[config.mk]
export PLATFORM = sky130hd
export DESIGN_NAME = afifo_lvl_top
export DESIGN_NICKNAME = d
export VERILOG_FILES = /design/src/rtl/afifo_pkg.sv /design/src/rtl/afifo_store.sv /design/src/rtl/afifo_lvl_class.sv /design/src/rtl/afifo_xrun.sv /design/src/rtl/afifo_lvl_top.sv
export SDC_FILE = /design/constraint.sdc
export NUM_CORES = 1
export LEC_CHECK = 0
export BUFFER_PORTS_ARGS = -buffer_cell sky130_fd_sc_hd__buf_2
export CORE_ASPECT_RATIO = 0.9
export CORE_MARGIN = 3
export CORE_UTILIZATION = 40
export DETAILED_ROUTE_END_ITERATION = 10
export HOLD_SLACK_MARGIN = 0.08
export SYNTH_ARGS = -nofsm -noshare
export SYNTH_HDL_FRONTEND = slang
export SYNTH_SLANG_ARGS = --single-unit
[constraint.sdc]
create_clock -name clk -period 4.2 [get_ports clk]
set_clock_uncertainty 0.15 [all_clocks]
set_input_delay 0.84 -clock clk [delete_from_list [all_inputs] [get_ports clk]]
set_output_delay 0.84 -clock clk [all_outputs]
set_load 0.02 [all_outputs]
[src/rtl/afifo_pkg.sv]
package afifo_pkg;

  typedef enum logic [2:0] {
    LVL_EMPTY = 3'd0,
    LVL_Q1    = 3'd1,
    LVL_Q2    = 3'd2,
    LVL_Q3    = 3'd3,
    LVL_Q4    = 3'd4,
    LVL_FULL  = 3'd5
  } lvl_code_t;

  // Band classification. Transmit counts a boundary into the lower band,
  // receive into the upper one.
  function automatic lvl_code_t lvl_classify(input int unsigned cnt,
                                             input int unsigned depth,
                                             input logic tx);
    int unsigned q;
    q = depth / 4;
    if (cnt == 0)           return LVL_EMPTY;
    if (cnt >= depth)       return LVL_FULL;
    if (tx) begin
      if (cnt <= q)         return LVL_Q1;
      if (cnt <= 2 * q)     return LVL_Q2;
      if (cnt <= 3 * q)     return LVL_Q3;
      return LVL_Q4;
    end
    if (cnt < q)            return LVL_Q1;
    if (cnt < 2 * q)        return LVL_Q2;
    if (cnt < 3 * q)        return LVL_Q3;
    return LVL_Q4;
  endfunction

  // Service request: transmit wants data at or below half, receive wants
  // draining from one quarter upward.
  function automatic logic req_needed(input int unsigned cnt,
                                      input int unsigned depth,
                                      input logic tx);
    if (tx) return (2 * cnt) <= depth;
    return (4 * cnt) >= depth;
  endfunction

endpackage

[src/rtl/afifo_store.sv]
module afifo_store #(
  parameter int DEPTH = 8,
  parameter int DW    = 16,
  localparam int PW   = (DEPTH > 1) ? $clog2(DEPTH) : 1,
  localparam int CW   = $clog2(DEPTH + 1)
) (
  input  logic          clk,
  input  logic          rst_n,
  input  logic          wr_en,
  input  logic [DW-1:0] wr_data,
  input  logic          rd_en,
  output logic [DW-1:0] rd_data,
  output logic [CW-1:0] count,
  output logic          full,
  output logic          empty
);

  localparam logic [PW-1:0] LAST = PW'(DEPTH - 1);
  localparam logic [CW-1:0] FULL_CNT = CW'(DEPTH);

  logic [DW-1:0] mem [DEPTH];
  logic [PW-1:0] wr_ptr, rd_ptr;

  function automatic logic [PW-1:0] ptr_next(input logic [PW-1:0] p);
    return (p == LAST) ? '0 : p + 1'b1;
  endfunction

  assign full  = (count == FULL_CNT);
  assign empty = (count == '0);

  always_ff @(posedge clk) begin
    if (wr_en) mem[wr_ptr] <= wr_data;
  end

  always_ff @(posedge clk or negedge rst_n) begin
    if (!rst_n) begin
      wr_ptr  <= '0;
      rd_ptr  <= '0;
      count   <= '0;
      rd_data <= '0;
    end else begin
      if (wr_en) wr_ptr <= ptr_next(wr_ptr);
      if (rd_en) begin
        rd_ptr  <= ptr_next(rd_ptr);
        rd_data <= mem[rd_ptr];
      end
      case ({wr_en, rd_en})
        2'b10:   count <= count + 1'b1;
        2'b01:   count <= count - 1'b1;
        default: count <= count;
      endcase
    end
  end

  // occupancy never exceeds the storage size
  a_r3_count_bound: assert property (@(posedge clk) disable iff (!rst_n)
    count <= FULL_CNT);

  // a paired write and read leaves occupancy unchanged
  a_r12_pair_hold: assert property (@(posedge clk) disable iff (!rst_n)
    (wr_en && rd_en) |=> $stable(count));

endmodule

[src/rtl/afifo_lvl_class.sv]
module afifo_lvl_class
  import afifo_pkg::*;
#(
  parameter int DEPTH = 8,
  localparam int CW   = $clog2(DEPTH + 1)
) (
  input  logic [CW-1:0] count,
  input  logic          tx_mode,
  output lvl_code_t     level,
  output logic          req
);

  always_comb begin
    level = lvl_classify(32'(count), DEPTH, tx_mode);
    req   = req_needed(32'(count), DEPTH, tx_mode);
  end

endmodule

[src/rtl/afifo_xrun.sv]
module afifo_xrun (
  input  logic clk,
  input  logic rst_n,
  input  logic tx_mode,
  input  logic push_blocked,
  input  logic pop_blocked,
  output logic err_pulse
);

  logic overrun_evt, underrun_evt;

  assign overrun_evt  = push_blocked && !tx_mode;
  assign underrun_evt = pop_blocked  &&  tx_mode;

  always_ff @(posedge clk or negedge rst_n) begin
    if (!rst_n) err_pulse <= 1'b0;
    else        err_pulse <= overrun_evt || underrun_evt;
  end

  // an overrun is never reported in the transmit direction
  a_r10_no_tx_overrun: assert property (@(posedge clk) disable iff (!rst_n)
    $past(tx_mode && push_blocked && !pop_blocked) |-> !err_pulse);

  // an underrun is never reported in the receive direction
  a_r11_no_rx_underrun: assert property (@(posedge clk) disable iff (!rst_n)
    $past(!tx_mode && pop_blocked && !push_blocked) |-> !err_pulse);

endmodule

[src/rtl/afifo_lvl_top.sv]
module afifo_lvl_top
  import afifo_pkg::*;
#(
  parameter int DEPTH = 8,
  parameter int DW    = 16,
  localparam int CW   = $clog2(DEPTH + 1)
) (
  input  logic          clk,
  input  logic          rst_n,
  input  logic          tx_mode,
  input  logic          push_valid,
  input  logic [DW-1:0] push_data,
  output logic          push_ready,
  input  logic          pop_ready,
  output logic          pop_valid,
  output logic [DW-1:0] pop_data,
  output logic [2:0]    level_code,
  output logic          fifo_req,
  output logic          xrun_err
);

  initial begin
    if ((DEPTH % 4) != 0 || DEPTH < 4)
      $error("afifo_lvl_top: DEPTH must be a positive multiple of 4");
  end

  logic [CW-1:0] count;
  logic          full, empty;
  logic          push_fire, pop_fire;
  logic          push_blocked, pop_blocked;
  lvl_code_t     level;

  assign push_ready   = !full;
  assign pop_valid    = !empty;
  assign push_fire    = push_valid && !full;
  assign pop_fire     = pop_ready  && !empty;
  assign push_blocked = push_valid &&  full;
  assign pop_blocked  = pop_ready  &&  empty;

  afifo_store #(.DEPTH(DEPTH), .DW(DW)) store_i (
    .clk     (clk),
    .rst_n   (rst_n),
    .wr_en   (push_fire),
    .wr_data (push_data),
    .rd_en   (pop_fire),
    .rd_data (pop_data),
    .count   (count),
    .full    (full),
    .empty   (empty)
  );

  afifo_lvl_class #(.DEPTH(DEPTH)) class_i (
    .count   (count),
    .tx_mode (tx_mode),
    .level   (level),
    .req     (fifo_req)
  );

  afifo_xrun xrun_i (
    .clk          (clk),
    .rst_n        (rst_n),
    .tx_mode      (tx_mode),
    .push_blocked (push_blocked),
    .pop_blocked  (pop_blocked),
    .err_pulse    (xrun_err)
  );

  assign level_code = level;

  // full code only while pushes are refused
  a_r7_full_code: assert property (@(posedge clk) disable iff (!rst_n)
    (level == LVL_FULL) |-> !push_ready);

  // empty code only while nothing is poppable
  a_r7_empty_code: assert property (@(posedge clk) disable iff (!rst_n)
    (level == LVL_EMPTY) |-> !pop_valid);

  // reserved codes never leave the block
  a_r7_no_reserved: assert property (@(posedge clk) disable iff (!rst_n)
    level_code <= 3'd5);

  // lower two nonempty bands in transmit always request data
  a_r8_tx_req_low: assert property (@(posedge clk) disable iff (!rst_n)
    (tx_mode && (level == LVL_Q1 || level == LVL_Q2 || level == LVL_EMPTY)) |-> fifo_req);

  // upper bands in transmit never request data
  a_r8_tx_req_high: assert property (@(posedge clk) disable iff (!rst_n)
    (tx_mode && (level == LVL_Q3 || level == LVL_Q4 || level == LVL_FULL)) |-> !fifo_req);

  // receive requests draining from the second band upward
  a_r9_rx_req: assert property (@(posedge clk) disable iff (!rst_n)
    (!tx_mode && level != LVL_EMPTY && level != LVL_Q1) |-> fifo_req);

  // a refused pop leaves the output sample untouched
  a_r4_pop_empty_hold: assert property (@(posedge clk) disable iff (!rst_n)
    (pop_ready && !pop_valid) |=> $stable(pop_data));

  // an error pulse only follows a blocked access
  a_r10_err_cause: assert property (@(posedge clk) disable iff (!rst_n)
    xrun_err |-> $past((push_valid && !push_ready) || (pop_ready && !pop_valid)));

endmodule

Yosys cells after proc, flatten, opt, wreduce, memory -nomap -nowiden --
Memory sizes are Yosys's and may differ from the RTL's. A register that Yosys moved wholly into a read port is not among the register bits. Cells that the tools add are included.
Storage, ports and cells: register bits 11, RAM bits 128, output and inout bits 23, word-level logic and storage cells 105, memories kept 1
Cells by class: add/sub/neg operators 4, magnitude comparators 9, eq/ne operators 5, multiplexer cells 69, reductions and logical operators 13
Memory list:
- store_i.mem | words 8, width 16, rd ports 1, clocked after memory_dff 1, wr ports 1, line afifo_store.sv:21 | logic [DW-1:0] mem [DEPTH];
Operators with widths (number):
- two-way mux 3 bit | 28
- two-way mux 1 bit | 40
- <= comparator 4 x 3 -> 1 bit (second input constant) | 2
- < comparator 4 x 3 -> 1 bit (second input constant) | 2
- case mux 4 bit (2 select lines) | 1
- adder 3 x 1 -> 3 bit (second input constant) | 2
- == test 3 bit (second input constant) | 2
- >= comparator 6 x 4 -> 1 bit (second input constant) | 1
- logical AND 1 bit | 6
- <= comparator 5 x 4 -> 1 bit (second input constant) | 1
- adder 4 x 1 -> 4 bit (second input constant) | 1
- == test 4 bit (second input constant) | 1
- >= comparator 4 bit (second input constant) | 1
- <= comparator 4 x 2 -> 1 bit (second input constant) | 1
- logical NOT 1 bit | 4
- logical NOT 4 bit | 1
- < comparator 4 x 2 -> 1 bit (second input constant) | 1
- subtractor 4 x 1 -> 4 bit (second input constant) | 1
- == test 2 x 1 -> 1 bit (second input constant) | 1
- == test 2 bit (second input constant) | 1
- nonzero test 2 bit | 1
- logical OR 1 bit | 1

Longest topological paths before layout --
depth in word-level cells 27, gate-level depth with buffers 13, gate-level depth less buffers 10

Modules after synthesis --
From an unflattened synthesis, not the netlist that was laid out.
Unflattened totals: cells, all modules 390, area total of the unflattened synthesis 6227.2 sq um
By module, submodules not included:
- afifo_store | times used 1, cells each 370, area each 6069.6 sq um, sequential area each 4494.3 sq um
- afifo_lvl_class | times used 1, cells each 12, area each 85.1 sq um, sequential area each 0.0 sq um
- afifo_xrun | times used 1, cells each 2, area each 40.0 sq um, sequential area each 25.0 sq um
- afifo_lvl_top | times used 1, cells each 6, area each 32.5 sq um, sequential area each 0.0 sq um

Least setup slack after synthesis --
No wires, ideal clock.
path type register -> register, start point reg store_i.count[3], end point mem store_i.mem[0][0] (enable), setup time 0.430 ns, arrival 2.540 ns, required time 3.620 ns, path slack 1.080 ns, stages on the path, launching flop included 5, clock period less this slack 3.120 ns, cell sequence dfrtp_1 > clkbuf_1 > nand2_1 > nand2_2 > nor4_1
Between the ends: longest elaborated chain between the ends 5
Ends and longest elaborated chain:
- start, declared | line afifo_store.sv:13 | output logic [CW-1:0] count,
- start signal, assigned | line afifo_store.sv:48 | 2'b10: count <= count + 1'b1;
- start signal, assigned | line afifo_store.sv:49 | 2'b01: count <= count - 1'b1;
- start signal, assigned | line afifo_store.sv:50 | default: count <= count;
- == test 4 bit | line afifo_store.sv:28 | assign full = (count == FULL_CNT);
- logical NOT 1 bit
- net push_ready | line afifo_lvl_top.sv:13 | output logic push_ready,
- logical AND 1 bit | line afifo_lvl_top.sv:35 | assign push_fire = push_valid && !full;
- two-way mux 1 bit | line afifo_store.sv:32 | if (wr_en) mem[wr_ptr] <= wr_data;
- two-way mux 1 bit (implied by the code) | line afifo_store.sv:32
- end, declared | line afifo_store.sv:21
The timed path passes the listed nets, and every way through them passes these cells.

Worst setup path after layout --
start point in tx_mode, end point out level_code[1]
Between the ends: longest elaborated chain between the ends 10, elaborated cells on any way between the ends 13
Ends and longest elaborated chain:
- start, declared | line afifo_lvl_top.sv:10 | input logic tx_mode,
- two-way mux 3 bit | line afifo_pkg.sv:21 | if (tx) begin
- two-way mux 3 bit | line afifo_pkg.sv:27 | if (cnt < q) return LVL_Q1;
- two-way mux 3 bit | line afifo_pkg.sv:28 | if (cnt < 2 * q) return LVL_Q2;
- two-way mux 3 bit | line afifo_pkg.sv:29 | if (cnt < 3 * q) return LVL_Q3;
- two-way mux 3 bit | line afifo_pkg.sv:30 | return LVL_Q4;
- two-way mux 3 bit | line afifo_pkg.sv:29
- two-way mux 3 bit | line afifo_pkg.sv:28
- two-way mux 3 bit * | line afifo_pkg.sv:27
- two-way mux 3 bit * | line afifo_pkg.sv:21
- two-way mux 3 bit * | line afifo_pkg.sv:20 | if (cnt >= depth) return LVL_FULL;
- end, declared | line afifo_lvl_top.sv:17 | output logic [2:0] level_code,
Mark *: on every way between the ends. The rest lies on a longest branch, timed or not. The select of a mux whose other input is x is not followed.

==> impl_metrics.tcl <==
set metrics [dict create \
    run_status "completed" \
    clock-sinks 155 \
    die-height_um 124 \
    postLayoutSetupSlackWorst_ns 1.45 \
    synth_area_mm2 0.00621 \
    use_met2_pct 23.0 \
    drt_iter0_drc 194 \
    critPathMaxStageDelay_ns 0.34 \
    synth_common_cells "edfxtp_1, mux2_2, mux2i_1" \
    drv_cap 0 \
    post-synth-top-area-cell "edfxtp_1" \
    yosysSeqAreaShare_pct 72.8 \
    utilization_pct 48.2 \
    io_buffers 43 \
    finalSetupTns_ns 0 \
    critPathArrivalTime_ns 1.76 \
    antenna_cells 0 \
    wl_um 12100 \
    post_cts_resized 0 \
    routabilityCongestion 0.734 \
    async_reset_ff_share_pct 17.4 \
    clock.fmax_mhz 364 \
    postCtsSetupRepairBufs 0 \
    synth_cell_types 34 \
    firstDrtPassIters 4 \
    grt_pass1_wl_um 19200 \
    crit_path_top_delay_cell "o21ai_0" \
    cp_max_fo 5 \
    dp_hpwl_um 6950 \
    worstHoldPathType "reg -> reg" \
    setup_viol 0 \
    syn_inst 371 \
    num_rows 42 \
    yosysWarnings 0 \
    slew_headroom_pct 37.6 \
    rsz0062_at_grt "no" \
    vias 3256 \
    ant_nets 0 \
    cts_hold_buf 0 \
    cts_made_buffers 17 \
    reg2reg_setup_slack_ns 1.65 \
    synth_edf_count 128 \
    synthFlopType "edfxtp_1" \
    clk_latency_ns 0.41 \
    drt_drc_violations_left 0 \
    antenna_found_initial 0 \
    crit_top_cell "buf_2" \
    crit_path_start_kind "input pin" \
    cts_tree "yes" \
    max_slew.worst_pin.slew_ns 0.936 \
    cts_max_level 4 \
    root_buffer "clkbuf_16" \
    clock_path_buffers 2 \
    critPathRequiredTime_ns 3.21 \
    yosys.cell_count.top_type "edfxtp_1" \
    grt_max_degree 38 \
    core_mm2 0.0150 \
    path_class "in -> out" \
    finalHoldWorstSlack_ns 0.328 \
    hold_viol_final 0 \
    use_met3_pct 4.37 \
    leakage_uw 0.00263 \
    finalNetCount 454 \
    track_usage_pct 15.3 \
    wl_per_cell_um 19.0 \
    final_max_slew_viol_count 0 \
    drive_above_1_share_pct 28.7 \
    die-area_mm2 0.0171 \
    syn_nets 399 \
    dp_slack_ns 1.47 \
    syn_avg_cell_area_um2 16.7 \
    initial_core_util_pct 41.5 \
    ios 44 \
    grt_overflow_total 0 \
    synth_seq_cells 155 \
    syn2layout_area_growth_pct 16.4 \
    min_period_over_period_pct 65.5 \
    first_global_vias 3271 \
    viasPerCell 5.11 \
    post-route-min-period_ns 2.75 \
    yosysTopAreaCellShare_pct 61.9 \
    grt_busiest_layer "met2" \
    grt_use_met1_pct 21.3 \
    endpoint_kind "output port" \
    synth.area.top_cells "edfxtp_1, dfrtp_1, mux2_2" \
    clk_pin_slew_ns 0.06 \
    powerDensity_mw_per_mm2 723 \
    cp_cell_sequence "buf_2 -> inv_1 -> o21ai_0 -> xnor2_1 -> nor2_1 -> buf_2" \
    dieWidth_um 137 \
    peakVddDrop_mv 0.353 \
]
## report_power, final
| group | total [uW] | internal, uW | switching (uW) |
|---|---|---|---|
| combinational | 1560 | 678 | 877 |
| sequential | 2230 | 1990 | 236 |
| clock | 1440 | 883 | 555 |
| total | 5220 | 3560 | 1670 |
## final cells by class
| cell class | instances | area [um^2] |
|---|---|---|
| clock inverter | 9 | 97.6 |
| clock buffer | 23 | 458 |
| sequential | 155 | 4520 |
| fill | 1304 | 7750 |
| multi-input combinational | 194 | 1570 |
| tap | 198 | 248 |
| inverter | 3 | 11.3 |
| timing repair buffer | 55 | 318 |
## state kept, by name (all words and copies together), names as in the netlist
signal	flops
xrun_i.err_pulse	1
store_i.rd_data	16
store_i.count	4
store_i.rd_ptr	3
store_i.wr_ptr	3
store_i.mem	128
## routing by layer
metal  up-vias  wire length (um)
met2        62              5760
met4         0               136
li1       1559                 -
met1      1622              5740
met5         -                 0
met3        13               487
## placed cells by master, fill, tap and decap left out, types with 4 or more instances in the layout
| master | instances |
|---|---|
| nand2_1 | 21 |
| edfxtp_1 | 128 |
| o21ai_1 | 17 |
| a221o_1 | 16 |
| dfrtp_1 | 26 |
| buf_4 | 11 |
| nor3_2 | 4 |
| clkinv_2 | 5 |
| clkbuf_16 | 17 |
| nor2_1 | 7 |
| nand2b_1 | 5 |
| buf_2 | 43 |
| mux2_2 | 36 |
| clkbuf_1 | 5 |
| mux2i_1 | 32 |
| o22ai_1 | 16 |
| ha_1 | 7 |
## logic make-up after synthesis
group           share of synthesized area, %
xor+xnor                               0.846
flops                                   72.8
buf+inv                                 2.48
fa+ha+maj                               1.41
compound gates                          6.89
simple gates                            3.73
mux                                     11.9
## path summary, 6_finish.rpt
check / startpoint / endpoint / cells after the start
worst max-delay path: tx_mode / level_code[1] / 6
worst min-delay path: store_i.rd_data[10] / store_i.rd_data[10] / 2
worst max register to register: store_i.count[1] / store_i.count[2] / 10
worst min register to register: store_i.rd_data[10] / store_i.rd_data[10] / 2
max in group asynchronous: rst_n / store_i.rd_ptr[0] / 1
min in group asynchronous: rst_n / store_i.count[2] / 1
## through the flow
step	instances	total power (uW)	area [um^2]
6_report	637	5220	7230
5_1_grt	637	5520	7230
4_1_cts	637	5290	7230
3_5_place_dp	605	3840	6670
3_3_place_gp	605	3800	6670
2_1_floorplan	371	3380	6210
## critical path, delay by kind of cell
kind | cells | cell delay [ns]
AO/OA/AOI/OAI | 1 | 0.34
XOR/XNOR | 1 | 0.18
buffers and inverters | 3 | 0.34
AND/OR/NAND/NOR | 1 | 0.06
Power figures use the tool's default switching activity.
